### src/rtl/acc_cmp_pkg.sv
package acc_cmp_pkg;

    typedef enum logic [2:0] {
        SRC_ALT   = 3'd0,
        SRC_REG   = 3'd1,
        SRC_MEM   = 3'd2,
        SRC_IMM5  = 3'd3,
        SRC_IMM16 = 3'd4
    } src_sel_e;

    // Flags derived from one difference
    typedef struct packed {
        logic n;
        logic z;
        logic v;
        logic c;
        logic e;
        logic u;
    } cmp_flags_t;

    // Registered status: derived flags plus sticky limit
    typedef struct packed {
        cmp_flags_t f;
        logic       l;
    } cmp_state_t;

endpackage

### src/rtl/acc_src_align.sv
module acc_src_align
    import acc_cmp_pkg::*;
#(
    parameter int EXT_W = 4,
    parameter int HI_W  = 16,
    parameter int LO_W  = 16,
    parameter int IMM_W = 5
) (
    input  logic [2:0]                  sel_i,
    input  logic [EXT_W+HI_W+LO_W-1:0]  alt_i,
    input  logic [HI_W-1:0]             reg_i,
    input  logic [HI_W-1:0]             mem_i,
    input  logic [IMM_W-1:0]            imm5_i,
    input  logic [HI_W-1:0]             imm16_i,
    output logic [EXT_W+HI_W+LO_W-1:0]  src_o
);

    localparam int ACC_W = EXT_W + HI_W + LO_W;

    // Place a signed word in the high-word slot, sign-extended, low word zero
    function automatic logic [ACC_W-1:0] place_signed(input logic [HI_W-1:0] w);
        place_signed = {{EXT_W{w[HI_W-1]}}, w, {LO_W{1'b0}}};
    endfunction

    logic [HI_W-1:0] imm5_word;
    assign imm5_word = {{(HI_W-IMM_W){1'b0}}, imm5_i};

    always_comb begin
        case (src_sel_e'(sel_i))
            SRC_ALT:   src_o = alt_i;
            SRC_REG:   src_o = place_signed(reg_i);
            SRC_MEM:   src_o = place_signed(mem_i);
            SRC_IMM5:  src_o = {{EXT_W{1'b0}}, imm5_word, {LO_W{1'b0}}};
            SRC_IMM16: src_o = place_signed(imm16_i);
            default:   src_o = '0;
        endcase
    end

endmodule

### src/rtl/acc_diff_flags.sv
module acc_diff_flags
    import acc_cmp_pkg::*;
#(
    parameter int ACC_W = 36,
    parameter int CC_W  = 32
) (
    input  logic [ACC_W-1:0] dst_i,
    input  logic [ACC_W-1:0] src_i,
    input  logic             cc_mode_i,
    output cmp_flags_t       flags_o
);

    localparam int TOP  = ACC_W - 1;
    localparam int CTOP = CC_W - 1;
    localparam int GUARD = ACC_W - CC_W + 1;

    logic [ACC_W:0] wide_diff;
    logic [CC_W:0]  narrow_diff;
    logic           wide_v;
    logic           narrow_v;
    logic           ext_uniform;
    logic [GUARD-1:0] guard_bits;

    // Widened by one bit so the borrow appears at the top
    assign wide_diff   = {1'b0, dst_i} - {1'b0, src_i};
    assign narrow_diff = {1'b0, dst_i[CTOP:0]} - {1'b0, src_i[CTOP:0]};

    // Overflow: operands of differing sign and result sign differs from destination
    assign wide_v   = (dst_i[TOP]  ^ src_i[TOP])  & (wide_diff[TOP]    ^ dst_i[TOP]);
    assign narrow_v = (dst_i[CTOP] ^ src_i[CTOP]) & (narrow_diff[CTOP] ^ dst_i[CTOP]);

    assign guard_bits  = wide_diff[TOP:CTOP];
    assign ext_uniform = (&guard_bits) | ~(|guard_bits);

    always_comb begin
        flags_o.u = wide_diff[CTOP] ~^ wide_diff[CTOP-1];
        if (cc_mode_i) begin
            flags_o.n = narrow_diff[CTOP];
            flags_o.z = ~(|narrow_diff[CTOP:0]);
            flags_o.v = narrow_v;
            flags_o.c = narrow_diff[CC_W];
            flags_o.e = 1'b0;
        end else begin
            flags_o.n = wide_diff[TOP];
            flags_o.z = ~(|wide_diff[TOP:0]);
            flags_o.v = wide_v;
            flags_o.c = wide_diff[ACC_W];
            flags_o.e = ~ext_uniform;
        end
    end

endmodule

### src/rtl/acc_cmp_flags.sv
module acc_cmp_flags
    import acc_cmp_pkg::*;
#(
    parameter int EXT_W = 4,
    parameter int HI_W  = 16,
    parameter int LO_W  = 16,
    parameter int IMM_W = 5
) (
    input  logic                        clk,
    input  logic                        rst_n,
    input  logic                        cmp_valid,
    input  logic                        cc_mode,
    input  logic [2:0]                  src_sel,
    input  logic [EXT_W+HI_W+LO_W-1:0]  dst_acc,
    input  logic [EXT_W+HI_W+LO_W-1:0]  alt_acc,
    input  logic [HI_W-1:0]             reg_word,
    input  logic [HI_W-1:0]             mem_word,
    input  logic [IMM_W-1:0]            imm_short,
    input  logic [HI_W-1:0]             imm_long,
    output logic                        flag_n,
    output logic                        flag_z,
    output logic                        flag_v,
    output logic                        flag_c,
    output logic                        flag_e,
    output logic                        flag_u,
    output logic                        flag_l
);

    localparam int ACC_W = EXT_W + HI_W + LO_W;
    localparam int CC_W  = HI_W + LO_W;

    logic [ACC_W-1:0] src_aligned;
    cmp_flags_t       calc_flags;
    cmp_state_t       st_d;
    cmp_state_t       st_q;

    acc_src_align #(
        .EXT_W (EXT_W),
        .HI_W  (HI_W),
        .LO_W  (LO_W),
        .IMM_W (IMM_W)
    ) align_i (
        .sel_i   (src_sel),
        .alt_i   (alt_acc),
        .reg_i   (reg_word),
        .mem_i   (mem_word),
        .imm5_i  (imm_short),
        .imm16_i (imm_long),
        .src_o   (src_aligned)
    );

    acc_diff_flags #(
        .ACC_W (ACC_W),
        .CC_W  (CC_W)
    ) diff_i (
        .dst_i     (dst_acc),
        .src_i     (src_aligned),
        .cc_mode_i (cc_mode),
        .flags_o   (calc_flags)
    );

    always_comb begin
        st_d = st_q;
        if (cmp_valid) begin
            st_d.f = calc_flags;
            st_d.l = st_q.l | calc_flags.v;
        end
    end

    always_ff @(posedge clk or negedge rst_n) begin
        if (!rst_n) begin
            st_q <= '0;
        end else begin
            st_q <= st_d;
        end
    end

    assign flag_n = st_q.f.n;
    assign flag_z = st_q.f.z;
    assign flag_v = st_q.f.v;
    assign flag_c = st_q.f.c;
    assign flag_e = st_q.f.e;
    assign flag_u = st_q.f.u;
    assign flag_l = st_q.l;

    // without a strobe the status register holds
    a_r1_hold: assert property (@(posedge clk) disable iff (!rst_n)
        !cmp_valid |=> $stable(st_q));

    // a zero difference cannot be negative, borrow or overflow
    a_r4_zero_clean: assert property (@(posedge clk) disable iff (!rst_n)
        flag_z |-> (!flag_n && !flag_c && !flag_v));

    // limit flag is sticky
    a_r8_l_sticky: assert property (@(posedge clk) disable iff (!rst_n)
        flag_l |=> flag_l);

    // a latched overflow always shows the limit flag
    a_r8_l_on_v: assert property (@(posedge clk) disable iff (!rst_n)
        flag_v |-> flag_l);

    // extension flag is low after a 32-bit mode compare
    a_r9_cc_no_e: assert property (@(posedge clk) disable iff (!rst_n)
        (cmp_valid && cc_mode) |=> !flag_e);

endmodule

### config.mk
export PLATFORM = sky130hd
export DESIGN_NAME = acc_cmp_flags
export DESIGN_NICKNAME = d
export VERILOG_FILES = /design/src/rtl/acc_cmp_pkg.sv /design/src/rtl/acc_src_align.sv /design/src/rtl/acc_diff_flags.sv /design/src/rtl/acc_cmp_flags.sv
export SDC_FILE = /design/constraint.sdc
export NUM_CORES = 1
export LEC_CHECK = 0
export BUFFER_PORTS_ARGS = -buffer_cell sky130_fd_sc_hd__buf_2
export CORE_MARGIN = 2
export CORE_UTILIZATION = 30
export DETAILED_ROUTE_END_ITERATION = 7
export PLACE_DENSITY = 0.64
export SYNTH_ARGS = -nofsm -noshare
export SYNTH_HDL_FRONTEND = slang
export SYNTH_SLANG_ARGS = --single-unit
### constraint.sdc
create_clock -name clk -period 0.8 [get_ports clk]
set_input_delay 0.08 -clock clk [delete_from_list [all_inputs] [get_ports clk]]
set_output_delay 0.08 -clock clk [all_outputs]
set_load 0.01 [all_outputs]
==> Yosys cells after proc, flatten, opt, wreduce, memory -nomap -nowiden <==
Index checks and enable logic that the tools add are counted.
{ "word_totals": {"input_bits": 132, "register_bits": 7, "wordCells": 33} }
{ "op_classes": {"n_eq_ne": 4, "add_sub_neg": 2, "n_mux": 2, "bitwise_logic": 13, "reduce_logical": 5} }
{ "op_table": {"columns": ["op", "count"], "rows": [
  ["case mux 36 bit (5 select lines)", 1],
  ["subtractor 36 x 36 -> 37 bit", 1],
  ["OR reduction 36 bit", 1],
  ["subtractor 32 x 32 -> 33 bit", 1],
  ["OR reduction 32 bit", 1],
  ["equality test 3 x 2 -> 1 bit, second input constant", 2],
  ["2-to-1 mux 5 bit", 1],
  ["AND reduction 5 bit", 1],
  ["OR reduction 5 bit", 1],
  ["NOT 1 bit", 4],
  ["bitwise XOR 1 bit", 4],
  ["equality test 3 x 1 -> 1 bit, second input constant", 1],
  ["equality test 3 bit, second input constant", 1],
  ["zero test 3 bit", 1],
  ["AND 1 bit", 2],
  ["OR 1 bit", 2],
  ["XNOR 1 bit", 1]
]} }

==> Logic depth before layout (Yosys ltp) <==
{ "depth": {"word_depth": 9, "ltp_mapped": 23} }

==> Cells and area by module <==
From an unflattened synthesis, not the netlist that was laid out.
{ "unflattened": {"cells_unflattened": 460, "area_unflattened_um2": 3266.9} }
{ "by_module_without_submodules": {"columns": ["module", "seq_area_each_um2", "cells_per_inst", "instances", "area_each_um2"], "rows": [
  ["acc_diff_flags", 0.0, 348, 1, 2297.2],
  ["acc_src_align", 0.0, 97, 1, 684.4],
  ["acc_cmp_flags", 175.2, 15, 1, 285.3]
]} }

==> Worst setup path after synthesis <==
No wires, ideal clock.
{ "synth_path": {"path_type": "in2reg", "startpoint": "in src_sel[1]", "endpoint": "reg st_q, in the netlist flag_z", "stages": 23, "path_slack_ps": -3363, "t_required_ps": 708, "arrival_ps": 4071, "n_path_buf": 3, "setup_ps": 92, "path_cell_list": "clkbuf_1 > clkbuf_1 > mux2i_1 > nor2_1 > a21oi_1 > nor2_1 > a21oi_1 > ha_1 > clkbuf_1 > a21o_1 > a31oi_1 > nand2_1 > o21ai_0 > o21ai_0 > a21oi_1 > xor2_1 > ha_1 > nand4_1 > a2111oi_0 > nand4_2 > nor4_1 > nand4b_1 > o31ai_2"} }
{ "synth_between": {"elab_chain_len": 6, "elab_cells_between_ends": 13, "cone_classes": "2 x add/sub; 4 x eq/ne; 2 x mux; 2 x bitwise; 3 x reduce/logical"} }
{ "synth_lines": {"columns": ["item", "line_no", "source"], "rows": [
  ["start: declaration", "acc_cmp_flags.sv:13", "input logic [2:0] src_sel,"],
  ["equality test 3 bit, or another cell as far along", "acc_src_align.sv:29", "case (src_sel_e'(sel_i))"],
  ["case mux 36 bit (5 select lines) (*)", "acc_src_align.sv:29", null],
  ["subtractor 36 x 36 -> 37 bit / subtractor 32 x 32 -> 33 bit (equally long branches)", "acc_diff_flags.sv:25, acc_diff_flags.sv:26", null],
  ["OR reduction 36 bit / OR reduction 32 bit (equally long branches)", "acc_diff_flags.sv:45, acc_diff_flags.sv:39", null],
  ["NOT 1 bit (on tied branches)", "acc_diff_flags.sv:45, acc_diff_flags.sv:39", null],
  ["2-to-1 mux 5 bit (*)", "acc_diff_flags.sv:37", "if (cc_mode_i) begin"],
  ["end signal: assignment", "acc_cmp_flags.sv:74", "st_q <= st_d;"],
  ["end: declaration", "acc_cmp_flags.sv:35", "cmp_state_t st_q;"]
]} }
Mark *: on every way between the ends. The rest lies on a longest branch, timed or not.
A chain may end at the register's enable or synchronous reset.

==> Worst setup path after layout <==
{ "layout_path": {"startpoint": "in src_sel[2]", "endpoint": "reg st_q, in the netlist flag_z"} }
Same word-level chain as after synthesis.

==> metrics.csv <==
metric,value,unit
Post-synth EDFFs,0,
CTS sink count,7,
"IR drop worst, VDD",0.745,mV
Critical Path Slowest Stage Cell,a2111oi_4,
reg2reg path depth,2,
Most used DFF post-synth,dfrtp_1,
worst r2r src,flag_l$_DFFE_PN0P_,
routed length per instance,14.9,µm
sequential fraction of the synthesis area,5.23,%
area delta synth->final,88.0,%
"Async S/R FF share, synth",100,%
failing checks,negative setup slack,
Hold WC Path Type,input pin to asynchronous set/reset pin,
"Clk Latency, worst-skew pair",0.23,ns
core area,10900,µm²
vias in the first global route,4842,
DIE AREA,12000,µm²
Final Hold Fails,0,
critical path class,input pin to flop,
syn nets,660,
CP Launch Point,src_sel[2],
fin. max-slew vios,0,
Final ANT Viol Nets,0,
Initial Util,30.8,%
initial antenna violation count,0,
final setup vio count,14,
Min Hold Slack,0.220,ns
first-pass GRT wire length,21800,µm
pin count of the biggest net entering global routing,18,
DP HPWL,11300,µm
clock network fraction of total power,8.2,%
max_cap viols,0,
Routed Wire Length,13900,µm
total CTS buffers,3,
vias post-DR,4886,
Critical Path Max Stage Delay,0.32,ns
clk buf depth,2,
synthesized cell area,3350,µm²
Yosys warning total,0,
FF-to-FF setup slack,0.03,ns
worst r2r dst,flag_l$_DFFE_PN0P_,
Tmin final,3.57,ns
FP Rows,38,
# DRC,0,
Tot Pwr,6.12,mW
final worst slack,-2.77,ns
sw power,2.65,mW
PD cells,972,nW/µm²
FILL cells,989,
Via density,5.23,
Worst setup SP type,input pin,
Worst-path clk slew,0.04,ns
critical path required time,0.94,ns
status,"finished, violations left",
Sw Ratio,43.3,%
die span in x,110,µm
Die H,110,µm
final net count,964,
routability congestion estimate,0.932,
Cell Int Power,3.47,mW
Syn Area/Cell,6.82,µm²
crit path cell chain,buf_12 > nor3_4 > buf_4 > clkbuf_16 > nand2_2 > ha_4 > nand2_1 > a221o_1 > a31o_4 > a21oi_4 > o21ai_2 > o21ai_1 > a21oi_1 > xor2_1 > ha_2 > nand4_1 > a2111oi_4 > nand4_2 > nor4_2 > nand4b_1 > o31ai_2,
crit path capture,flag_z$_DFFE_PN0P_,
Yosys reg bits,7,
fin cells,934,
I/O Pins,139,
TritonCTS clock tree,built,
critical path endpoint category,flop,
CTS root buf,clkbuf_8,
DRT Pass-1 Iters,5,
diodes inserted,0,
period utilisation layout,446,%
Gate power share,84.4,%
PortBufs,138,
worst-path maximum fanout,8,
Seq pwr share,7.5,%
Tightest Pin Transition,0.465,ns
Mapped Cells,491,
initial detailed-routing violation count,168,
Fin Clk Skew,0,ns
GR Util All Layers,22.3,%
Worst slew margin,68.2,%
Post-Place Cells,898,
Leakage,2.95,nW
H-tree lvl count,1,
layout cell share with drive strength beyond 1,53.3,%
"Arr. time, crit path",3.71,ns
total gr overflow,0,
Place WS,-3.08,ns
Synth cell types,71,
RSZ-0062 raised after global routing,true,
f_max,0.280,GHz
[cells in the final DEF, fill, tap and decap left out, drive strengths merged, types with 3 or more instances in the layout]
master and instances:
inv 11, o21bai 6, nand2b 3, ha 37, nor2b 4, o221ai 3
a21o 13, xor2 11, nand4 15, nor2 43, nand2 59, mux2i 21
buf 326, a21boi 3, o211ai 5, o31ai 3, dfrtp 7, a211oi 7
o21a 5, a31oi 4, nor3 9, or3 5, nor3b 3, nor4 4
clkbuf 6, a21oi 72, xnor2 15, and3 3, o21ai 41, nand3 8
[routing by layer]
layer / wire [µm] / share of wire [%] / global-route usage, % / vias up
met2: 6920 / 50 / 42.2 / 170
met4: 204 / 1.5 / 4.25 / 0
met1: 6080 / 44 / 27.5 / 2242
li1: - / - / - / 2454
met5: 0 / 0 / 0 / -
met3: 736 / 5.3 / 1.60 / 20
[worst min path at each step]
stage                          to  slack, ns  cells past startpoint       from
6_report       flag_l$_DFFE_PN0P_       0.22                      2      rst_n
4_1_cts        flag_v$_DFFE_PN0P_       0.20                      3  cmp_valid
2_1_floorplan  flag_c$_DFFE_PN0P_      -0.22                      0      rst_n
5_1_grt        flag_c$_DFFE_PN0P_       0.23                      3  cmp_valid
3_3_place_gp   flag_l$_DFFE_PN0P_      -0.08                      1      rst_n
3_5_place_dp   flag_c$_DFFE_PN0P_      -0.08                      1      rst_n
[final cells by class]
class / instances / area [µm²] / share of cell area [%]
inverters: 11 / 41.3 / 0.656
clock buffers: 4 / 45.0 / 0.715
flip-flops and latches: 7 / 175 / 2.78
repair buffers: 330 / 2330 / 37.0
well taps: 140 / 175 / 2.78
multi-input cells: 442 / 3530 / 56.1
[sequential cells by signal, summed over array words and instances (netlist names)]
register	flops
flag_c	1
flag_e	1
flag_l	1
flag_n	1
flag_u	1
flag_v	1
flag_z	1
[cell families (layout without fill, tap and decap cells)]
logic type | after synthesis | count (layout) | share of synthesized area (%)
simple gates | 167 | 167 | 24.1
mux | 22 | 22 | 6.61
fa+ha+maj | 37 | 37 | 13.8
buf+inv | 42 | 345 | 5.38
flops | 7 | 7 | 5.23
compound gates | 190 | 190 | 38.0
xor+xnor | 26 | 26 | 6.80
[through the flow]
step / area [µm²] / utilization, % / TNS (ns)
after CTS: 5950 / 54.7 / -15.66
after detailed placement: 5480 / 50.3 / -17.54
after global placement: 5480 / 50.3 / -17.13
final: 6300 / 57.8 / -15.64
after global routing: 6300 / 57.8 / -16.65
after floorplan: 3660 / - / -13.76
[worst max-delay path: cells and delay by family]
kind | cells | cell delay, ns
fa+ha+maj | 2 | 0.49
buf+inv | 3 | 0.42
xor+xnor | 1 | 0.24
simple gates | 7 | 0.87
compound gates | 8 | 1.58
[cell usage after synthesis (3+ instances only)]
master | n | area (µm²)
and3_1 | 3 | 18.8
nand3_1 | 8 | 40.0
xnor2_1 | 15 | 131
ha_1 | 37 | 463
inv_1 | 11 | 41.3
nand2_1 | 59 | 221
a31oi_1 | 4 | 25.0
xor2_1 | 11 | 96.3
a21oi_2 | 4 | 35.0
nor2b_1 | 3 | 18.8
a21boi_1 | 3 | 22.5
nand4_1 | 13 | 81.3
nor2_1 | 43 | 161
buf_2 | 9 | 45.0
nor4_1 | 4 | 25.0
nand2b_1 | 3 | 18.8
a211oi_1 | 5 | 37.5
clkbuf_1 | 19 | 71.3
o221ai_1 | 3 | 26.3
o211ai_1 | 5 | 37.5
nor3_1 | 9 | 45.0
o21bai_1 | 6 | 45.0
a21o_1 | 13 | 97.6
mux2i_1 | 21 | 210
a21oi_1 | 67 | 335
nor3b_1 | 3 | 22.5
o21a_1 | 5 | 37.5
or3_1 | 5 | 31.3
dfrtp_1 | 7 | 175
o21ai_0 | 39 | 195
[power groups by stage]
stage | Clock (mW) | Combinational [mW] | Sequential, mW
2_1_floorplan | 0 | 2.46 | 0.489
3_3_place_gp | 0 | 4.38 | 0.459
3_5_place_dp | 0 | 4.45 | 0.461
4_1_cts | 0.501 | 4.85 | 0.451
5_1_grt | 0.534 | 5.62 | 0.465
6_report | 0.499 | 5.16 | 0.456
[timing repair]
action	CTS	global route
buffers inserted	21	10
endpoints found under the setup margin	14	14
pin swaps	14	38
endpoints found under the hold margin	7	0
resized for setup	44	47
gates cloned	1	2
hold buffers	1	0
Note: power is estimated with default switching activity, not from simulation.
